[config.mk]
export PLATFORM = sky130hd
export DESIGN_NAME = wbuf_bypass
export DESIGN_NICKNAME = d
export VERILOG_FILES = /design/src/rtl/wb_pkg.sv /design/src/rtl/wb_fifo.sv /design/src/rtl/wb_match.sv /design/src/rtl/wb_port_arb.sv /design/src/rtl/wbuf_bypass.sv
export SDC_FILE = /design/constraint.sdc
export NUM_CORES = 1
export LEC_CHECK = 0
export BUFFER_PORTS_ARGS = -buffer_cell sky130_fd_sc_hd__buf_2
export CELL_PAD_IN_SITES_DETAIL_PLACEMENT = 2
export CELL_PAD_IN_SITES_GLOBAL_PLACEMENT = 2
export CORE_MARGIN = 3
export CORE_UTILIZATION = 39
export DETAILED_ROUTE_END_ITERATION = 6
export HOLD_SLACK_MARGIN = 0.12
export PLACE_DENSITY = 0.76
export SYNTH_ARGS = -nofsm -noshare
export SYNTH_HDL_FRONTEND = slang
export SYNTH_HIERARCHICAL = 1
export SYNTH_SLANG_ARGS = --single-unit
[constraint.sdc]
create_clock -name clk_i -period 4.15 [get_ports clk_i]
set_input_delay 0.415 -clock clk_i [delete_from_list [all_inputs] [get_ports clk_i]]
set_output_delay 0.415 -clock clk_i [all_outputs]
set_load 0.005 [all_outputs]
[src/rtl/wb_pkg.sv]
package wb_pkg;
  typedef enum logic [1:0] {RD_IDLE, RD_REQ, RD_WAIT} rd_state_e;
endpackage

[src/rtl/wb_fifo.sv]
module wb_fifo #(
  parameter int AW    = 32,
  parameter int DW    = 32,
  parameter int DEPTH = 4,
  localparam int PTR_W = (DEPTH > 1) ? $clog2(DEPTH) : 1,
  localparam int CNT_W = $clog2(DEPTH + 1)
) (
  input  logic             clk_i,
  input  logic             rst_ni,
  input  logic             push_i,
  input  logic [AW-1:0]    push_addr_i,
  input  logic [DW-1:0]    push_data_i,
  input  logic             pop_i,
  output logic [AW-1:0]    head_addr_o,
  output logic [DW-1:0]    head_data_o,
  output logic [CNT_W-1:0] count_o,
  output logic             full_o,
  output logic             empty_o,
  output logic             age_valid_o [DEPTH],
  output logic [AW-1:0]    age_addr_o  [DEPTH],
  output logic [DW-1:0]    age_data_o  [DEPTH]
);
  logic [AW-1:0]    addr_q [DEPTH];
  logic [DW-1:0]    data_q [DEPTH];
  logic [PTR_W-1:0] head_q, tail_q;
  logic [CNT_W-1:0] cnt_q;

  function automatic logic [PTR_W-1:0] bump(input logic [PTR_W-1:0] p);
    return (p == PTR_W'(DEPTH - 1)) ? '0 : p + 1'b1;
  endfunction

  always_ff @(posedge clk_i or negedge rst_ni) begin
    if (!rst_ni) begin
      head_q <= '0;
      tail_q <= '0;
      cnt_q  <= '0;
    end else begin
      if (push_i) tail_q <= bump(tail_q);
      if (pop_i)  head_q <= bump(head_q);
      cnt_q <= cnt_q + CNT_W'(push_i) - CNT_W'(pop_i);
    end
  end

  always_ff @(posedge clk_i) begin
    if (push_i) begin
      addr_q[tail_q] <= push_addr_i;
      data_q[tail_q] <= push_data_i;
    end
  end

  // entries presented oldest first
  always_comb begin
    logic [PTR_W-1:0] slot;
    for (int i = 0; i < DEPTH; i++) begin
      slot = PTR_W'((int'(head_q) + i) % DEPTH);
      age_valid_o[i] = i < int'(cnt_q);
      age_addr_o[i]  = addr_q[slot];
      age_data_o[i]  = data_q[slot];
    end
  end

  assign head_addr_o = addr_q[head_q];
  assign head_data_o = data_q[head_q];
  assign count_o     = cnt_q;
  assign full_o      = cnt_q == CNT_W'(DEPTH);
  assign empty_o     = cnt_q == '0;

  assert_no_pop_empty_R3: assert property (@(posedge clk_i) disable iff (!rst_ni)
    pop_i |-> !empty_o);
  assert_cnt_bound_R2: assert property (@(posedge clk_i) disable iff (!rst_ni)
    cnt_q <= CNT_W'(DEPTH));
  assert_push_pop_R8: assert property (@(posedge clk_i) disable iff (!rst_ni)
    (push_i && pop_i) |=> count_o == $past(count_o));
endmodule

[src/rtl/wb_match.sv]
module wb_match #(
  parameter int AW    = 32,
  parameter int DW    = 32,
  parameter int DEPTH = 4
) (
  input  logic          lookup_valid_i,
  input  logic [AW-1:0] lookup_addr_i,
  input  logic          age_valid_i [DEPTH],
  input  logic [AW-1:0] age_addr_i  [DEPTH],
  input  logic [DW-1:0] age_data_i  [DEPTH],
  input  logic          inc_valid_i,
  input  logic [AW-1:0] inc_addr_i,
  input  logic [DW-1:0] inc_data_i,
  output logic          hit_o,
  output logic [DW-1:0] hit_data_o
);
  // later (younger) matches override earlier ones; incoming store is youngest
  always_comb begin
    hit_o      = 1'b0;
    hit_data_o = '0;
    for (int i = 0; i < DEPTH; i++) begin
      if (lookup_valid_i && age_valid_i[i] && age_addr_i[i] == lookup_addr_i) begin
        hit_o      = 1'b1;
        hit_data_o = age_data_i[i];
      end
    end
    if (lookup_valid_i && inc_valid_i && inc_addr_i == lookup_addr_i) begin
      hit_o      = 1'b1;
      hit_data_o = inc_data_i;
    end
  end
endmodule

[src/rtl/wb_port_arb.sv]
module wb_port_arb
  import wb_pkg::*;
#(
  parameter int AW = 32,
  parameter int DW = 32
) (
  input  logic          clk_i,
  input  logic          rst_ni,
  input  logic          rd_valid_i,
  input  logic [AW-1:0] rd_addr_i,
  output logic          rd_ready_o,
  output logic          rd_done_o,
  output logic [DW-1:0] rd_data_o,
  output logic          rd_fwd_o,
  input  logic          hit_i,
  input  logic [DW-1:0] hit_data_i,
  input  logic          empty_i,
  input  logic [AW-1:0] head_addr_i,
  input  logic [DW-1:0] head_data_i,
  output logic          pop_o,
  output logic          mem_req_o,
  output logic          mem_we_o,
  output logic [AW-1:0] mem_addr_o,
  output logic [DW-1:0] mem_wdata_o,
  input  logic          mem_gnt_i,
  input  logic          mem_rvalid_i,
  input  logic [DW-1:0] mem_rdata_i
);
  rd_state_e     state_q;
  logic [AW-1:0] raddr_q;
  logic [DW-1:0] rdata_q;
  logic          done_q, fwd_q;
  logic          rd_miss;

  assign rd_ready_o = state_q == RD_IDLE;
  assign rd_miss    = rd_ready_o && rd_valid_i && !hit_i;

  always_comb begin
    mem_req_o   = 1'b0;
    mem_we_o    = 1'b0;
    mem_addr_o  = head_addr_i;
    mem_wdata_o = head_data_i;
    if (rd_miss) begin
      mem_req_o  = 1'b1;
      mem_addr_o = rd_addr_i;
    end else if (state_q == RD_REQ) begin
      mem_req_o  = 1'b1;
      mem_addr_o = raddr_q;
    end else if (state_q == RD_IDLE && !empty_i) begin
      mem_req_o = 1'b1;
      mem_we_o  = 1'b1;
    end
  end

  assign pop_o = mem_req_o && mem_we_o && mem_gnt_i;

  always_ff @(posedge clk_i or negedge rst_ni) begin
    if (!rst_ni) begin
      state_q <= RD_IDLE;
      raddr_q <= '0;
      rdata_q <= '0;
      done_q  <= 1'b0;
      fwd_q   <= 1'b0;
    end else begin
      done_q <= 1'b0;
      unique case (state_q)
        RD_IDLE: begin
          if (rd_valid_i && hit_i) begin
            done_q  <= 1'b1;
            rdata_q <= hit_data_i;
            fwd_q   <= 1'b1;
          end else if (rd_miss) begin
            raddr_q <= rd_addr_i;
            state_q <= mem_gnt_i ? RD_WAIT : RD_REQ;
          end
        end
        RD_REQ:  if (mem_gnt_i) state_q <= RD_WAIT;
        RD_WAIT: begin
          if (mem_rvalid_i) begin
            done_q  <= 1'b1;
            rdata_q <= mem_rdata_i;
            fwd_q   <= 1'b0;
            state_q <= RD_IDLE;
          end
        end
        default: state_q <= RD_IDLE;
      endcase
    end
  end

  assign rd_done_o = done_q;
  assign rd_data_o = rdata_q;
  assign rd_fwd_o  = fwd_q;

  assert_read_held_R9: assert property (@(posedge clk_i) disable iff (!rst_ni)
    (mem_req_o && !mem_we_o && !mem_gnt_i)
      |=> (mem_req_o && !mem_we_o && mem_addr_o == $past(mem_addr_o)));
  assert_no_store_in_read_R4: assert property (@(posedge clk_i) disable iff (!rst_ni)
    (state_q != RD_IDLE) |-> !(mem_req_o && mem_we_o));
  assert_fwd_answer_R6: assert property (@(posedge clk_i) disable iff (!rst_ni)
    (rd_valid_i && rd_ready_o && hit_i) |=> (rd_done_o && rd_fwd_o && !$past(mem_req_o && !mem_we_o)));
  assert_mem_answer_R5: assert property (@(posedge clk_i) disable iff (!rst_ni)
    (state_q == RD_WAIT && mem_rvalid_i)
      |=> (rd_done_o && !rd_fwd_o && rd_data_o == $past(mem_rdata_i)));
endmodule

[src/rtl/wbuf_bypass.sv]
module wbuf_bypass #(
  parameter int AW    = 32,
  parameter int DW    = 32,
  parameter int DEPTH = 4,
  localparam int CW   = $clog2(DEPTH + 1)
) (
  input  logic          clk_i,
  input  logic          rst_ni,
  input  logic          wr_valid_i,
  input  logic [AW-1:0] wr_addr_i,
  input  logic [DW-1:0] wr_data_i,
  output logic          wr_ready_o,
  input  logic          rd_valid_i,
  input  logic [AW-1:0] rd_addr_i,
  output logic          rd_ready_o,
  output logic          rd_done_o,
  output logic [DW-1:0] rd_data_o,
  output logic          rd_fwd_o,
  output logic          mem_req_o,
  output logic          mem_we_o,
  output logic [AW-1:0] mem_addr_o,
  output logic [DW-1:0] mem_wdata_o,
  input  logic          mem_gnt_i,
  input  logic          mem_rvalid_i,
  input  logic [DW-1:0] mem_rdata_i,
  output logic          full_o,
  output logic [CW-1:0] count_o
);
  logic          push, pop, empty, hit;
  logic [DW-1:0] hit_data;
  logic [AW-1:0] head_addr;
  logic [DW-1:0] head_data;
  logic          age_valid [DEPTH];
  logic [AW-1:0] age_addr  [DEPTH];
  logic [DW-1:0] age_data  [DEPTH];

  assign wr_ready_o = !full_o;
  assign push       = wr_valid_i && wr_ready_o;

  wb_fifo #(.AW(AW), .DW(DW), .DEPTH(DEPTH)) u_fifo (
    .clk_i, .rst_ni,
    .push_i(push), .push_addr_i(wr_addr_i), .push_data_i(wr_data_i),
    .pop_i(pop),
    .head_addr_o(head_addr), .head_data_o(head_data),
    .count_o, .full_o, .empty_o(empty),
    .age_valid_o(age_valid), .age_addr_o(age_addr), .age_data_o(age_data)
  );

  wb_match #(.AW(AW), .DW(DW), .DEPTH(DEPTH)) u_match (
    .lookup_valid_i(rd_valid_i), .lookup_addr_i(rd_addr_i),
    .age_valid_i(age_valid), .age_addr_i(age_addr), .age_data_i(age_data),
    .inc_valid_i(push), .inc_addr_i(wr_addr_i), .inc_data_i(wr_data_i),
    .hit_o(hit), .hit_data_o(hit_data)
  );

  wb_port_arb #(.AW(AW), .DW(DW)) u_arb (
    .clk_i, .rst_ni,
    .rd_valid_i, .rd_addr_i, .rd_ready_o, .rd_done_o, .rd_data_o, .rd_fwd_o,
    .hit_i(hit), .hit_data_i(hit_data),
    .empty_i(empty), .head_addr_i(head_addr), .head_data_i(head_data),
    .pop_o(pop),
    .mem_req_o, .mem_we_o, .mem_addr_o, .mem_wdata_o,
    .mem_gnt_i, .mem_rvalid_i, .mem_rdata_i
  );

  assert_full_stalls_R2: assert property (@(posedge clk_i) disable iff (!rst_ni)
    (full_o && !pop) |=> (count_o == $past(count_o)));
  assert_ready_low_R10: assert property (@(posedge clk_i) disable iff (!rst_ni)
    (rd_valid_i && rd_ready_o && !hit) |=> !rd_ready_o);
endmodule

* Word-level counts from Yosys, hierarchy flattened
Memories as Yosys holds them, arrays and structs flattened.
Index checks and enable logic that the tools add are counted.
** Storage, ports and cells
- Bits in registers :: 75
- RAM bits :: 256
- Bits of input ports :: 134
- Output and inout bits :: 106
- Word-level logic and storage cells :: 99
- Memories kept :: 2
** Memory list
- u_fifo.addr_q :: words 4, width 32, read ports 4, clocked after memory_dff 0, wr ports 1, line wb_fifo.sv:23 : logic [AW-1:0] addr_q [DEPTH];
- u_fifo.data_q :: words 4, width 32, read ports 4, clocked after memory_dff 0, wr ports 1, line wb_fifo.sv:24 : logic [DW-1:0] data_q [DEPTH];
** Operators by class
- $add $sub $neg :: 7
- Order comparisons :: 4
- Equality and inequality tests :: 15
- Muxes and demuxes :: 36
- Bitwise operators :: 1
- Reductions and logical operators :: 26
** Operator list (number)
- two-way mux 32 bit :: 9
- equality test 32 bit :: 5
- case mux 32 bit (2 select lines) :: 1
- logical AND 1 bit :: 17
- two-way mux 1 bit :: 16
- two-way mux 2 bit :: 7
- inequality test 2 bit, second input constant :: 5
- adder 2 x 1 -> 2 bit, second input constant :: 3
- equality test 2 bit, second input constant :: 3
- less-than comparator 1 x 3 -> 1 bit, first input constant :: 2
- less-than comparator 2 x 3 -> 1 bit, first input constant :: 2
- case mux 2 bit (3 select lines) :: 1
- AND reduction 3 bit :: 2
- adder 2 bit, second input constant :: 2
- case mux 1 bit (2 select lines) :: 2
- AND reduction 4 bit :: 1
- adder 3 x 1 -> 3 bit :: 1
- equality test 3 bit, second input constant :: 1
- zero test 1 bit :: 3
- zero test 3 bit :: 1
- subtractor 3 x 1 -> 3 bit :: 1
- equality test 2 x 1 -> 1 bit, second input constant :: 1
- zero test 2 bit :: 1
- nonzero test 2 bit :: 1
- NOT 1 bit :: 1

* Longest topological paths before layout
- Word-level depth :: 14
- Depth in mapped cells :: 19
- Mapped depth without buffers :: 16

* Modules after synthesis
The synthesis kept the hierarchy.
** By module, submodules not included
- wb_fifo :: instances 1, cells each 676, area each 14823.0 um^2, seq. area each 7862.5 um^2
- wb_port_arb :: instances 1, cells each 369, area each 3946.3 um^2, seq. area each 1701.6 um^2
- wb_match :: instances 1, cells each 510, area each 3761.1 um^2, seq. area each 0.0 um^2
- wbuf_bypass :: instances 1, cells each 2, area each 10.0 um^2, seq. area each 0.0 um^2

* Worst setup path before layout
OpenSTA, ideal clock, no wires.
- Path type :: reg2reg
- From :: register u_fifo.head_q[1]
- To :: register u_fifo.cnt_q[2], in the netlist u_fifo/count_o[2]
- Library setup time :: 0.123 ns
- Arrival :: 4.180 ns
- Data required time :: 4.027 ns
- Path slack :: -0.152 ns
- Stages on the path, launching flop included :: 20
- Path buffers :: 3
- Period minus slack after synthesis :: 4.302 ns
- Cell sequence :: dfrtp_1 > ha_1 > clkbuf_1 > buf_2 > mux4_2 > xor2_1 > nor4_1 > nand4_1 > or3_1 > buf_2 > nand2_2 > or4_2 > nor2b_1 > nor2b_1 > and2_1 > ha_1 > inv_1 > ha_1 > fa_1 > xnor2_1
** RTL lines
- start: declaration :: line wb_fifo.sv:25 : logic [PTR_W-1:0] head_q, tail_q;
- start signal: assignment :: line wb_fifo.sv:39 : if (pop_i) head_q <= bump(head_q);
- end signal: assignment :: line wb_fifo.sv:40 : cnt_q <= cnt_q + CNT_W'(push_i) - CNT_W'(pop_i);
- end: declaration :: line wb_fifo.sv:26 : logic [CNT_W-1:0] cnt_q;

==> flow_summary_export.csv <==
group,metric,value,unit
place,place.gp.congestion,0.8664,
synth,synth_top_area_share,34.10,%
timing,worst_pin_slew,0.9109,ns
cts,cts.clk_slew.worst_paths,0.07,ns
timing,rsz0062_at_grt,"true",
synth,netlist_top_cells_area,"edfxtp_1, mux4_2, dfrtp_1",
timing,max_clock_freq,0.1909,GHz
route,post_drt_wl_per_cell,35.41,µm
route,vias_per_cell,6.434,
timing,whs,0.1346,ns
critical_path,arrival,4.82,ns
route,via_count,17350,
route,routed_wl,95.45,mm
timing,finClkSkew,0.04531,ns
timing,finalMaxSlewViolations,0,
synth,yosysUniqueCellTypes,53,
place,port_buffers,239,
critical_path,cp-start-kind,"register",
route,drtIter0Drc,1745,
floorplan,start_util,39.67,%
synth,syn_area_per_cell,14.48,µm²
critical_path,crit_type,"register to primary output",
cells_and_area,fin_util,49.79,%
route,drtAntennaViolNets,0,
floorplan,ioPinCount,240,
floorplan,die_h,246.4,µm
run,drv_cap,0,
cells_and_area,area_growth,25.51,%
cts,clock-root-buffer,"clkbuf_16",
power_and_ir_drop,design_power_total,21.15,mW
timing,fin_tns_setup,-56.34,ns
cts,cts_buffers,41,
synth,syn-num-nets,1701,
timing,hold_viol,0,
cells_and_area,drive_gt1_share,52.37,%
synth,synth_edf_count,256,
floorplan,std_cell_rows,87,
floorplan,coreArea,56820,µm²
timing,setup_ws,-1.088,ns
synth,dominantRegCellSynth,"edfxtp_1",
synth,yosys_register_bits,331,
cts,insertion_delay,0.59,ns
critical_path,cpPeakStageDelay,0.52,ns
cells_and_area,multi_input_area,11990,µm²
synth,ys_seq_area_share,42.43,%
floorplan,die-area,60720,µm²
route,drtPass1Iterations,5,
timing,setup_violations,104,
global_routing,grt_max_degree,53,
route,drcViolationCount,0,
critical_path,path_delay_family,"simple AND/OR/NAND/NOR gates",
timing,slew-limit-headroom,39.15,%
global_routing,grt_usage,28.75,%
critical_path,path_cells,"ha_4 > buf_6 > buf_12 > mux4_2 > xor2_2 > buf_4 > nor4_2 > nand4_1 > or3_4 > nand2_4 > or4_4 > buf_6 > nor4b_4 > buf_6 > buf_12 > buf_16 > o21ai_1 > buf_2",
synth,syn_area,22540,µm²
cts,clkSinkCount,331,
global_routing,gr-total-overflow,0,
global_routing,antenna_found_initial,4,
synth,synth_cells,1557,
cells_and_area,fin_nets,2050,
power_and_ir_drop,p_per_area,747.6,nW/µm²
cts,h-tree-depth,2,
critical_path,cpMostUsedCell,"buf_6",
cts,cts_buffer_depth,3,
critical_path,critPathBufInv,8,
synth,post-synth-top-area-cell,"edfxtp_1",
min_path,hold_class,"input port to register",
cells_and_area,fill_cells,5316,
power_and_ir_drop,ir_worst_vdd,0.5185,mV
place,dpl.hpwl,56.09,mm
timing,min_period_over_period,126.2,%
power_and_ir_drop,cellLeakagePower,10.57,nW
run_status,status,"finished, violations left",
critical_path,critPathCaptureType,"primary output",
global_routing,grt_pass1_wl,128.9,mm
critical_path,crit_path_top_delay_cell,"dfrtp_4",
cts,cts_tree,"yes",
run_status,violations,"setup timing",
critical_path,crit_required,3.73,ns
global_routing,grt_pass1_vias,18310,
cells_and_area,seq_area,9572,µm²
floorplan,die_w,246.4,µm
synth,async_flop_share,22.66,%
critical_path,crit_fanout,8,
timing,min_period,5.238,ns
synth,ys_warn_count,6,
==> worst paths after layout <==
check,start,end,slack (ns),cells after the start
max reg2reg,u_fifo/head_q[0],u_fifo/count_o[2],-0.67,21
max in group asynchronous,rst_ni,u_arb/raddr_q[1],2.75,3
max,u_fifo/head_q[0],mem_addr_o[12],-1.09,18
min reg2reg,u_arb/raddr_q[17],u_arb/raddr_q[17],0.48,2
min,wr_addr_i[21],u_fifo/addr_q[0][21],0.13,1
min in group asynchronous,rst_ni,u_arb/rd_done_o,0.44,2
==> where the power goes <==
part           internal, mW  switching [mW]
clock                  1.97            1.55
combinational          6.24            6.41
sequential             4.35           0.632
total                  12.6            8.60
==> layout make-up <==
cell class	instances	share of cell area (%)
multi-input cells	973	42.40
flip-flops and latches	331	33.83
repair buffers	545	15.79
clock buffers	61	4.038
well taps	756	3.344
clock inverters	14	0.3892
inverters	14	0.1946
diodes	2	0.01769
==> synthesized netlist by cell type (all sizes together), types with 9 or more instances <==
| cell type | n |
|---|---|
| mux4 | 256 |
| edfxtp | 256 |
| a221oi | 31 |
| mux2 | 66 |
| inv | 14 |
| buf | 229 |
| nor3 | 9 |
| nand2 | 164 |
| nor4 | 20 |
| o32ai | 30 |
| nand4 | 24 |
| o21ai | 38 |
| clkbuf | 11 |
| mux2i | 32 |
| ha | 9 |
| nor2 | 64 |
| o21a | 30 |
| dfrtp | 75 |
| xor2 | 74 |
| xnor2 | 87 |
==> placed cells by master, fill, tap and decap left out, drive strengths merged, types with 9 or more instances in the layout <==
cell type,synthesis,routed
a221oi,31,31
buf,229,483
clkbuf,11,64
clkinv,0,13
dfrtp,75,75
dlygate4sd3,0,56
edfxtp,256,256
ha,9,9
inv,14,14
mux2,66,66
mux2i,32,32
mux4,256,256
nand2,164,164
nand4,24,24
nor2,64,65
nor3,9,9
nor4,20,20
o21a,30,30
o21ai,38,38
o32ai,30,30
xnor2,87,87
xor2,74,74
==> registers in the layout, summed over array words and instances (netlist names) <==
register         cells
u_fifo/addr_q      128
u_fifo/data_q      128
u_arb/raddr_q       32
u_arb/rd_data_o     32
u_fifo/count_o       3
u_arb/state_q        2
u_fifo/head_q        2
u_fifo/tail_q        2
u_arb/rd_done_o      1
u_arb/rd_fwd_o       1
==> cells by family after synthesis <==
kind of cell	count (synthesis)	share of synthesized area, %
multiplexers	354	30.78
buffers and inverters	254	8.204
XOR/XNOR	161	6.289
adder cells (fa/ha/maj)	10	0.5884
AND/OR/NAND/NOR	310	6.334
flip-flops	331	42.43
AO/OA/AOI/OAI	137	5.373
==> layer usage <==
metal | GRT usage, % | vias up | wire length [µm]
met5 | 0 | - | 13
met4 | 11.50 | 2 | 4632
met3 | 6.030 | 293 | 8467
met2 | 47.29 | 1067 | 46610
met1 | 37.18 | 9272 | 35730
li1 | - | 6711 | -
==> through the flow <==
step                setup WS [ns]  area [µm²]  std cells
floorplan                0.005807       22570       1557
detailed placement        -0.5432       24610       2496
global placement          -0.4274       24610       2496
global route               -1.095       28290       2695
finish                     -1.088       28290       2696
CTS                       -0.7459       27420       2666
==> what timing repair did <==
item	CTS	global route
hold endpoints to repair	252	0
cloned	13	4
setup endpoints to repair	103	104
pin swaps	14	38
gates resized for setup	100	121
setup buffers	28	33
hold buffers	56	0
Power figures use the tool's default switching activity.
